File: src/rtl/mesi_snoop_ctl.sv
module mesi_snoop_ctl #(
  parameter int ADDR_W = 8,
  parameter int IDX_W  = 2
) (
  input  logic              clk,
  input  logic              rst,
  input  logic              cpu_req,
  input  logic              cpu_we,
  input  logic [ADDR_W-1:0] cpu_addr,
  output logic              cpu_done,
  output logic              bus_req,
  output logic [1:0]        bus_cmd,
  output logic [ADDR_W-1:0] bus_addr,
  input  logic              bus_gnt,
  input  logic              bus_shared,
  input  logic              snp_valid,
  input  logic [1:0]        snp_cmd,
  input  logic [ADDR_W-1:0] snp_addr,
  output logic              shared_out,
  output logic              flush_out
);
  localparam int SETS  = 1 << IDX_W;
  localparam int TAG_W = ADDR_W - IDX_W;

  localparam logic [1:0] ST_I = 2'd0, ST_S = 2'd1, ST_E = 2'd2, ST_M = 2'd3;
  localparam logic [1:0] CMD_WB = 2'd0, CMD_RD = 2'd1, CMD_RDX = 2'd2, CMD_UPG = 2'd3;

  logic [TAG_W-1:0] tag_q [SETS];
  logic [1:0]       st_q  [SETS];
  logic             busy_q;

  function automatic logic [1:0] after_snoop(input logic [1:0] st, input logic [1:0] cmd);
    case (cmd)
      CMD_RD:           after_snoop = (st == ST_I) ? ST_I : ST_S;
      CMD_RDX, CMD_UPG: after_snoop = ST_I;
      default:          after_snoop = st;
    endcase
  endfunction

  wire [IDX_W-1:0] c_idx = cpu_addr[IDX_W-1:0];
  wire [TAG_W-1:0] c_tag = cpu_addr[ADDR_W-1:IDX_W];
  wire [IDX_W-1:0] s_idx = snp_addr[IDX_W-1:0];
  wire [TAG_W-1:0] s_tag = snp_addr[ADDR_W-1:IDX_W];

  wire s_hit = snp_valid && st_q[s_idx] != ST_I && tag_q[s_idx] == s_tag;
  assign shared_out = s_hit;
  assign flush_out  = s_hit && snp_cmd == CMD_RD && st_q[s_idx] == ST_M;

  wire [1:0] c_st = (s_hit && s_idx == c_idx) ? after_snoop(st_q[c_idx], snp_cmd) : st_q[c_idx];
  wire c_match = c_st != ST_I && tag_q[c_idx] == c_tag;
  wire hit_ok  = c_match && (!cpu_we || c_st == ST_E || c_st == ST_M);
  wire idle_done = !busy_q && cpu_req && hit_ok;

  wire victim_dirty = st_q[c_idx] == ST_M && tag_q[c_idx] != c_tag;
  wire upg_ok       = st_q[c_idx] == ST_S && tag_q[c_idx] == c_tag;

  always_comb begin
    if (victim_dirty)  bus_cmd = CMD_WB;
    else if (!cpu_we)  bus_cmd = CMD_RD;
    else if (upg_ok)   bus_cmd = CMD_UPG;
    else               bus_cmd = CMD_RDX;
  end

  assign bus_addr = victim_dirty ? {tag_q[c_idx], c_idx} : cpu_addr;
  assign bus_req  = busy_q;
  wire fill_done  = busy_q && bus_gnt && bus_cmd != CMD_WB;
  assign cpu_done = idle_done || fill_done;

  always_ff @(posedge clk) begin
    if (rst) begin
      busy_q <= 1'b0;
      for (int i = 0; i < SETS; i++) begin
        st_q[i]  <= ST_I;
        tag_q[i] <= '0;
      end
    end else begin
      if (s_hit)
        st_q[s_idx] <= after_snoop(st_q[s_idx], snp_cmd);
      if (!busy_q && cpu_req && !hit_ok)
        busy_q <= 1'b1;
      if (idle_done && cpu_we)
        st_q[c_idx] <= ST_M;
      if (busy_q && bus_gnt) begin
        if (bus_cmd == CMD_WB) begin
          st_q[c_idx] <= ST_I;
        end else begin
          tag_q[c_idx] <= c_tag;
          st_q[c_idx]  <= (bus_cmd == CMD_RD) ? (bus_shared ? ST_S : ST_E) : ST_M;
          busy_q       <= 1'b0;
        end
      end
    end
  end
endmodule

File: config.mk
export PLATFORM = sky130hd
export DESIGN_NAME = mesi_snoop_ctl
export DESIGN_NICKNAME = d
export VERILOG_FILES = /design/src/rtl/mesi_snoop_ctl.sv
export SDC_FILE = /design/constraint.sdc
export NUM_CORES = 1
export LEC_CHECK = 0
export BUFFER_PORTS_ARGS = -buffer_cell sky130_fd_sc_hd__buf_2
export CORE_ASPECT_RATIO = 0.8
export CORE_UTILIZATION = 30
export DETAILED_ROUTE_END_ITERATION = 6
export GPL_TIMING_DRIVEN = 0
export MAX_ROUTING_LAYER = met4
export SLEW_MARGIN = 5
export SYNTH_ARGS = -nofsm -noshare
export SYNTH_HDL_FRONTEND = slang
export SYNTH_SLANG_ARGS = --single-unit
File: constraint.sdc
create_clock -name clk -period 2.6 [get_ports clk]
set_clock_uncertainty 0.2 [all_clocks]
set_input_delay 0.26 -clock clk [delete_from_list [all_inputs] [get_ports clk]]
set_output_delay 0.26 -clock clk [all_outputs]
set_load 0.05 [all_outputs]
==> results.cfg, run 1 <==
[outcome]
status = complete, but fails checks
violations = negative setup slack

[sta]
fin_setup_tns_ns = -12.56
rsz0062_at_grt = yes
setup_slack_ns = -0.3872
relSlewSlack = 0.3936
setup_violations = 74
layout_min_cycle_time_ns = 2.987
post-route-period-util = 1.149
worst_pin_slew_ns = 0.9062
fmax_mhz = 334.8
finalMaxSlewViolations = 0
hold_viol = 0

[place]
routabilityCongestion = 0.9355
place_hpwl_um = 5119
pre_cts_slack_ns = -0.7474
io_buffers = 36

[logic_synthesis]
synth_cell_type_count = 48
synth_edf_count = 32
synth_seq_cells = 33
synthArstFlopShare = 0
syn-num-nets = 238
synthesis.area_um2 = 2414
seq_area_frac_synth = 0.4064
syn_inst = 213
syn_avg_cell_area_um2 = 11.33
ys.warnings.count = 0
synth-main-ff-cell = edfxtp_1

[power]
max-vdd-ir-drop_uv = 204.7
powerDensity_nw_per_um2 = 464.3
p_leak_nw = 1.471

[die]
die_x_um = 102.3
die_h_um = 82.23
io_pins = 39
die_area_um2 = 8410
initial_core_util = 0.3175
rows = 28
coreArea_um2 = 7602

[cts]
cts_max_level = 2
cts_buffer_depth = 2
tritoncts = yes
holdBufCountCts = 0
clockRootBuffer = clkbuf_8
clkSlewWorstSetupHoldPaths_ns = 0.07
clk_latency_ns = 0.29
clock-sinks = 33
cts_made_buffers = 5

[route]
routedWlPerCell_um = 20.57
vias_per_cell = 5.711
drtPass1Iterations = 4
ant_nets = 0
dr.first_iter.drc_count = 279
remaining_drc_errors = 0
finalWirelength_um = 8042
vias = 2233

[global_routing]
track_usage = 0.2072
grt_pass1_wl_um = 12140
grt_start_max_net_pins = 13
grt_overflow = 0
antenna_found_initial = 0
grt_pass1_vias = 2176

[setup_path]
path_delay_family = compound AO/OA/AOI/OAI gates
critical_path_class = flop to primary output
r2r_setup_slack_ns = -0.30
cpPeakStageDelay_ns = 0.51
worstPathMaxFanout = 2
cp.required_ns = 2.14
path_cells = mux4_2 -> o21a_1 -> a221o_1 -> or4_4 -> nand2_2 -> o21ai_2 -> buf_6
worst_setup_path_end_kind = primary output
critPathSlowestCell = mux4_2
critical_path_arrival_ns = 2.53
path_buf_inv = 1
start_kind = flop

[finish]
drive_gt1_frac = 0.5070
final_common_cell = edfxtp_1
layout.nets = 310
mostFrequentLayoutCells = edfxtp_1, buf_2, and3_1
area_delta_synth_final_pct = 47.23
n_antenna_cell = 0
final_util = 0.4674

[flow_run]
timing.max_cap.violations = 0

[min_path]
min_path_type = input pin to flop
-- Yosys cell counts (3+ instances only) --
master	n	area, µm²
and3_1	20	125.1
nor3_1	4	20.02
mux4_2	16	360.4
nand4_1	4	25.02
buf_2	5	25.02
nand3_1	6	30.03
nand2b_1	3	18.77
xnor2_1	14	122.6
edfxtp_1	32	960.9
and2_1	6	37.54
nand2_1	21	78.83
o211ai_1	9	67.56
nor4_1	4	25.02
inv_1	5	18.77
a21oi_1	6	30.03
nor2_1	10	37.54
mux2_2	6	67.56
o2111ai_1	3	26.28
-- cell type report --
class,instances,area [µm²]
well taps,105,131.4
plain buffers,12,112.6
clock buffers,5,68.82
flip-flops and latches,33,980.9
fillers,699,4049
inverters,6,22.52
clock inverters,3,46.29
multi-input cells,162,1650
repair buffers,65,540.5
-- per-stage QoR --
stage	instance area, µm²	cells	total power, mW	hold slack, ns
2_1_floorplan	2504	213	0.8962	0.1942
3_3_place_gp	2815	354	1.006	0.3415
3_5_place_dp	2815	354	1.009	0.3440
4_1_cts	3432	387	1.618	0.05228
5_1_grt	3553	391	1.704	0.07013
6_report	3553	391	1.650	0.05812
-- flip-flops by register name, indices dropped and copies added, names as in the netlist --
name,count
bus_req,1
st_q,8
tag_q,24
-- cell families after synthesis --
family | after synthesis | share of synthesized area
AND/OR/NAND/NOR | 92 | 0.2234
AO/OA/AOI/OAI | 34 | 0.1006
buffers and inverters | 18 | 0.04147
flip-flops | 33 | 0.4064
XOR/XNOR | 14 | 0.05080
multiplexers | 22 | 0.1773
-- worst register-to-register path: stages (launching register included) --
cell      delay (ns)
edfxtp_1        0.44
mux4_2          0.52
o21a_1          0.22
a221o_1         0.30
or4_4           0.46
buf_6           0.17
nand4b_4        0.11
nand4_1         0.18
-- metal layers --
metal | vias to the layer above | track usage | routed length, µm
met5 | - | - | 0
met4 | 0 | 0.05429 | 217
met3 | 19 | 0.03199 | 761
met2 | 120 | 0.3201 | 3665
met1 | 1107 | 0.2851 | 3397
li1 | 987 | - | -
-- where the power goes --
part / total (mW) / switching [mW] / internal [mW]
Combinational: 0.535 / 0.301 / 0.234
Sequential: 0.621 / 0.0142 / 0.607
Clock: 0.493 / 0.206 / 0.287
-- path summary, 6_finish.rpt --
kind,from,to,depth (start not counted)
worst max-delay path,st_q[2][1]$_DFFE_PP_,cpu_done,7
worst min-delay path,cpu_req,bus_req$_SDFF_PP0_,2
worst max register to register,st_q[2][1]$_DFFE_PP_,st_q[1][0]$_DFFE_PP_,7
worst min register to register,bus_req$_SDFF_PP0_,bus_req$_SDFF_PP0_,3
-- timing repair --
action / CTS / global route
setup buffers: 24 / 6
gates cloned: 1 / 0
hold endpoints to repair: 0 / 0
resized for setup: 72 / 19
setup endpoints to repair: 70 / 75
pin swaps: 20 / 17
Power figures use the tool's default switching activity.
==> run 2, diff against run 1 <==
PLACE_DENSITY = 0.61   (was default)
==> results.cfg, run 2 (synthesized netlist as in run 1, its figures left out) <==
[global_routing]
grt_pass1_wl_um = 11560
antenna_found_initial = 0
grt_start_max_net_pins = 18
met3_usage = 0.03283
grt_pass1_vias = 2116
use_met2 = 0.2852
grt_overflow = 0
busiest_layer = met2
grt_util_met1 = 0.2798
track_usage = 0.1970

[finish]
final_util = 0.4671
regArea_um2 = 980.9
design_area_um2 = 3551
fillers = 685
area_delta_synth_final_pct = 47.12
mostFrequentLayoutCells = edfxtp_1, buf_2, buf_6
largest_reg_flops = 24
layout.nets = 311
largest_register = tag_q
n_antenna_cell = 0
drive_gt1_frac = 0.5210
final_common_cell = edfxtp_1
multiInputGateArea_um2 = 1667

[sta]
finalMaxSlewViolations = 0
fmax_mhz = 327.1
relSlewSlack = 0.3474
hold_viol = 0
setup_slack_ns = -0.4568
layout_min_cycle_time_ns = 3.057
rsz0062_at_grt = yes
worst_pin_slew_ns = 0.9769
post-route-period-util = 1.176
setup_violations = 75

[cts]
clkSlewWorstSetupHoldPaths_ns = 0.08
cts_buffer_depth = 2
tritoncts = yes
cts_made_buffers = 5
clockRootBuffer = clkbuf_8
cts_max_level = 2
clk_latency_ns = 0.30
clock-sinks = 33
holdBufCountCts = 0

[outcome]
status = complete, but fails checks
violations = negative setup slack

[place]
io_buffers = 36
place_hpwl_um = 5216
routabilityCongestion = 0.9502
pre_cts_slack_ns = -0.7281
place_area_um2 = 2815

[route]
ant_nets = 0
drtPass1Iterations = 5
finalWirelength_um = 7758
remaining_drc_errors = 0
vias = 2207
routedWlPerCell_um = 19.84
vias_per_cell = 5.645
dr.first_iter.drc_count = 324

[setup_path]
worstPathMaxFanout = 3
worst_setup_path_end_kind = primary output
endpoint = bus_addr[7]
r2r_start = tag_q[2][5]$_SDFFCE_PN0P_
critical_path_arrival_ns = 2.60
r2r_cells = 10
r2r_setup_slack_ns = -0.45
r2r_end = tag_q[0][5]$_SDFFCE_PN0P_
critical_path_class = flop to primary output
start_kind = flop
timing.critical_path.from = tag_q[2][5]$_SDFFCE_PN0P_
cp.required_ns = 2.14

[die]
rows = 28
initial_core_util = 0.3175
coreArea_um2 = 7602
die_x_um = 102.3
io_pins = 39
die_h_um = 82.23
die_area_um2 = 8410

[power]
powerDensity_nw_per_um2 = 431.9
p_total_mw = 1.534
p_leak_nw = 1.440
max-vdd-ir-drop_uv = 182.8

[min_path]
min_path_type = input pin to flop
holdPathStages = 2

[flow_run]
timing.max_cap.violations = 0
==> run 2: cell count changes in the layout (fill, tap and decap cells not counted), sizes merged <==
cell / previous run / this run
buf: 76 / 77
bufinv: 1 / 0
==> run 2: area by class of cell <==
cell class                      count  share of cell area
Buffer                             11             0.02854
Tap cell                          105             0.03700
Sequential cell                    33              0.2763
Timing Repair Buffer               67              0.1600
Clock inverter                      2            0.003171
Inverter                            6            0.006342
Multi-Input combinational cell    162              0.4693
Clock buffer                        5             0.01938
==> run 2: metrics by stage <==
stage / hold WS (ns) / setup TNS, ns / instances
6_report: 0.05269 / -22.13 / 391
5_1_grt: 0.07840 / -27.78 / 391
4_1_cts: 0.04925 / -14.63 / 379
3_5_place_dp: 0.3432 / -36.12 / 354
3_3_place_gp: 0.3473 / -35.35 / 354
2_1_floorplan: 0.1942 / -3.729 / 213
==> run 2: worst min path at each step <==
stage | from | endpoint | slack, ns
2_1_floorplan | cpu_req | bus_req$_SDFF_PP0_ | 0.19
6_report | cpu_req | bus_req$_SDFF_PP0_ | 0.05
3_5_place_dp | cpu_req | bus_req$_SDFF_PP0_ | 0.34
4_1_cts | cpu_req | bus_req$_SDFF_PP0_ | 0.05
5_1_grt | cpu_req | bus_req$_SDFF_PP0_ | 0.08
3_3_place_gp | cpu_req | bus_req$_SDFF_PP0_ | 0.35
==> run 2: critical path, cell delays in order, from the launching register on <==
cell and delay (ns):
edfxtp_1 0.42, mux4_2 0.57, xnor2_4 0.19, buf_6 0.13
a41oi_4 0.16, nor2_4 0.16, buf_4 0.15, mux2_2 0.36
buf_6 0.16
==> run 2: repair_timing <==
| action | in CTS | in global routing |
|---|---|---|
| endpoints found under the setup margin | 70 | 76 |
| resized for setup | 59 | 44 |
| pin swaps | 21 | 16 |
| setup buffers | 19 | 16 |
| gates cloned | 0 | 1 |
==> run 2: per-layer routing <==
| metal | share of wire | routed length, µm | vias up |
|---|---|---|---|
| met3 | 0.088 | 682 | 18 |
| met1 | 0.45 | 3487 | 1065 |
| met5 | 0 | 0 | - |
| met4 | 0.018 | 140 | 0 |
| met2 | 0.44 | 3448 | 136 |
| li1 | - | - | 988 |
==> run 2: power by group <==
part           switching (mW)  leakage, nW  total, mW  internal [mW]
Sequential             0.0131        0.339      0.620          0.607
Combinational           0.300         1.06      0.532          0.233
Clock                   0.201       0.0377      0.381          0.180
==> run 3, diff against run 2 <==
RECOVER_POWER = 50   (was default)
==> results.cfg, run 3 (synthesized netlist as in run 1, its figures left out) <==
[finish]
n_antenna_cell = 0
layout.nets = 311
design_area_um2 = 3550
area_delta_synth_final_pct = 47.07
largest_register = tag_q
final_common_cell = edfxtp_1
mostFrequentLayoutCells = edfxtp_1, buf_2, buf_6
largest_reg_flops = 24
drive_gt1_frac = 0.5175

[global_routing]
grt_overflow = 0
grt_pass1_vias = 2116
antenna_found_initial = 0
grt_pass1_wl_um = 11560
track_usage = 0.1970
grt_start_max_net_pins = 18

[die]
die_x_um = 102.3
initial_core_util = 0.3175
io_pins = 39
coreArea_um2 = 7602
rows = 28
die_h_um = 82.23
die_area_um2 = 8410

[setup_path]
cp.required_ns = 2.14
critical_path_arrival_ns = 2.59
r2r_cells = 10
worstPathMaxFanout = 3
start_kind = flop
r2r_start = tag_q[2][5]$_SDFFCE_PN0P_
critical_path_class = flop to primary output
r2r_setup_slack_ns = -0.45
r2r_end = tag_q[0][5]$_SDFFCE_PN0P_
worst_setup_path_end_kind = primary output

[sta]
fin_setup_tns_ns = -22.17
post-route-period-util = 1.174
layout_min_cycle_time_ns = 3.054
fin_hold_ws_ns = 0.05207
hold_viol = 0
setup_slack_ns = -0.4535
finalMaxSlewViolations = 0
setup_violations = 75
fmax_mhz = 327.5
relSlewSlack = 0.3525
worst_pin_slew_ns = 0.9692
rsz0062_at_grt = yes

[cts]
holdBufCountCts = 0
tritoncts = yes
clkSlewWorstSetupHoldPaths_ns = 0.08
clockRootBuffer = clkbuf_8
clk_latency_ns = 0.30
clock-sinks = 33
cts_buffer_depth = 2
cts_max_level = 2
cts_made_buffers = 5

[route]
drtPass1Iterations = 5
vias_per_cell = 5.647
remaining_drc_errors = 0
vias = 2208
dr.first_iter.drc_count = 324
finalWirelength_um = 7756
routedWlPerCell_um = 19.84
ant_nets = 0

[power]
powerDensity_nw_per_um2 = 432.2
p_leak_nw = 1.437
p_total_mw = 1.534
max-vdd-ir-drop_uv = 182.8

[flow_run]
timing.max_cap.violations = 0

[min_path]
min_path_type = input pin to flop
hp-start = cpu_req
worstHoldEndpoint = bus_req$_SDFF_PP0_
holdPathStages = 2

[place]
place_area_um2 = 2815
io_buffers = 36
place_hpwl_um = 5216
routabilityCongestion = 0.9502
pre_cts_slack_ns = -0.7281

[outcome]
status = complete, but fails checks
violations = negative setup slack
==> run 3: changes by cell type in the layout (fill, tap and decap cells not counted), sizes merged <==
cell    previous run  this run
buf               77        76
clkbuf             6         7
==> run 3: worst max path at each step <==
| stage | startpoint | end | slack, ns | depth (start not counted) |
|---|---|---|---|---|
| 2_1_floorplan | cpu_addr[0] | cpu_done | -0.16 | 8 |
| 3_3_place_gp | cpu_addr[1] | tag_q[0][4]$_SDFFCE_PN0P_ | -0.73 | 9 |
| 3_5_place_dp | cpu_addr[1] | tag_q[0][4]$_SDFFCE_PN0P_ | -0.73 | 9 |
| 4_1_cts | st_q[3][0]$_DFFE_PP_ | cpu_done | -0.44 | 7 |
| 5_1_grt | tag_q[2][5]$_SDFFCE_PN0P_ | cpu_done | -0.55 | 8 |
| 6_report | tag_q[2][5]$_SDFFCE_PN0P_ | bus_addr[7] | -0.45 | 8 |
==> run 3: final cells by class <==
class	instances	area, µm²
plain buffers	11	101.3
clock buffers	5	68.82
clock inverters	2	11.26
fillers	686	4053
inverters	6	22.52
multi-input cells	162	1667
flip-flops and latches	33	980.9
well taps	105	131.4
repair buffers	67	566.8
==> run 3: per-stage QoR <==
stage	cells	utilization
3_5_place_dp	354	0.3703
6_report	391	0.4669
5_1_grt	391	0.4669
4_1_cts	379	0.4310
3_3_place_gp	354	0.3703
2_1_floorplan	213	-
==> run 3: routing by layer <==
layer  up-vias  global-route usage  wire length, µm
met5         -                   -                0
met4         0             0.06429              138
met3        18             0.03283              721
met2       137              0.2852             3451
met1      1065              0.2798             3445
li1        988                   -                -
==> run 3: worst max-delay path: stages (launching register included) <==
cell,delay (ns)
edfxtp_1,0.42
mux4_2,0.57
xnor2_4,0.19
buf_6,0.13
a41oi_4,0.16
nor2_4,0.16
buf_4,0.15
mux2_2,0.35
buf_6,0.16
==> run 3: what timing repair did <==
| action | 4_1_cts | 5_1_grt |
|---|---|---|
| setup buffers | 19 | 16 |
| endpoints found under the setup margin | 70 | 76 |
| pin swaps | 21 | 16 |
| gates cloned | 0 | 1 |
| gates resized for setup | 59 | 44 |
==> run 3: power breakdown <==
| part | internal [mW] | switching [mW] |
|---|---|---|
| sequential | 0.607 | 0.0131 |
| combinational | 0.232 | 0.300 |
| clock | 0.180 | 0.202 |
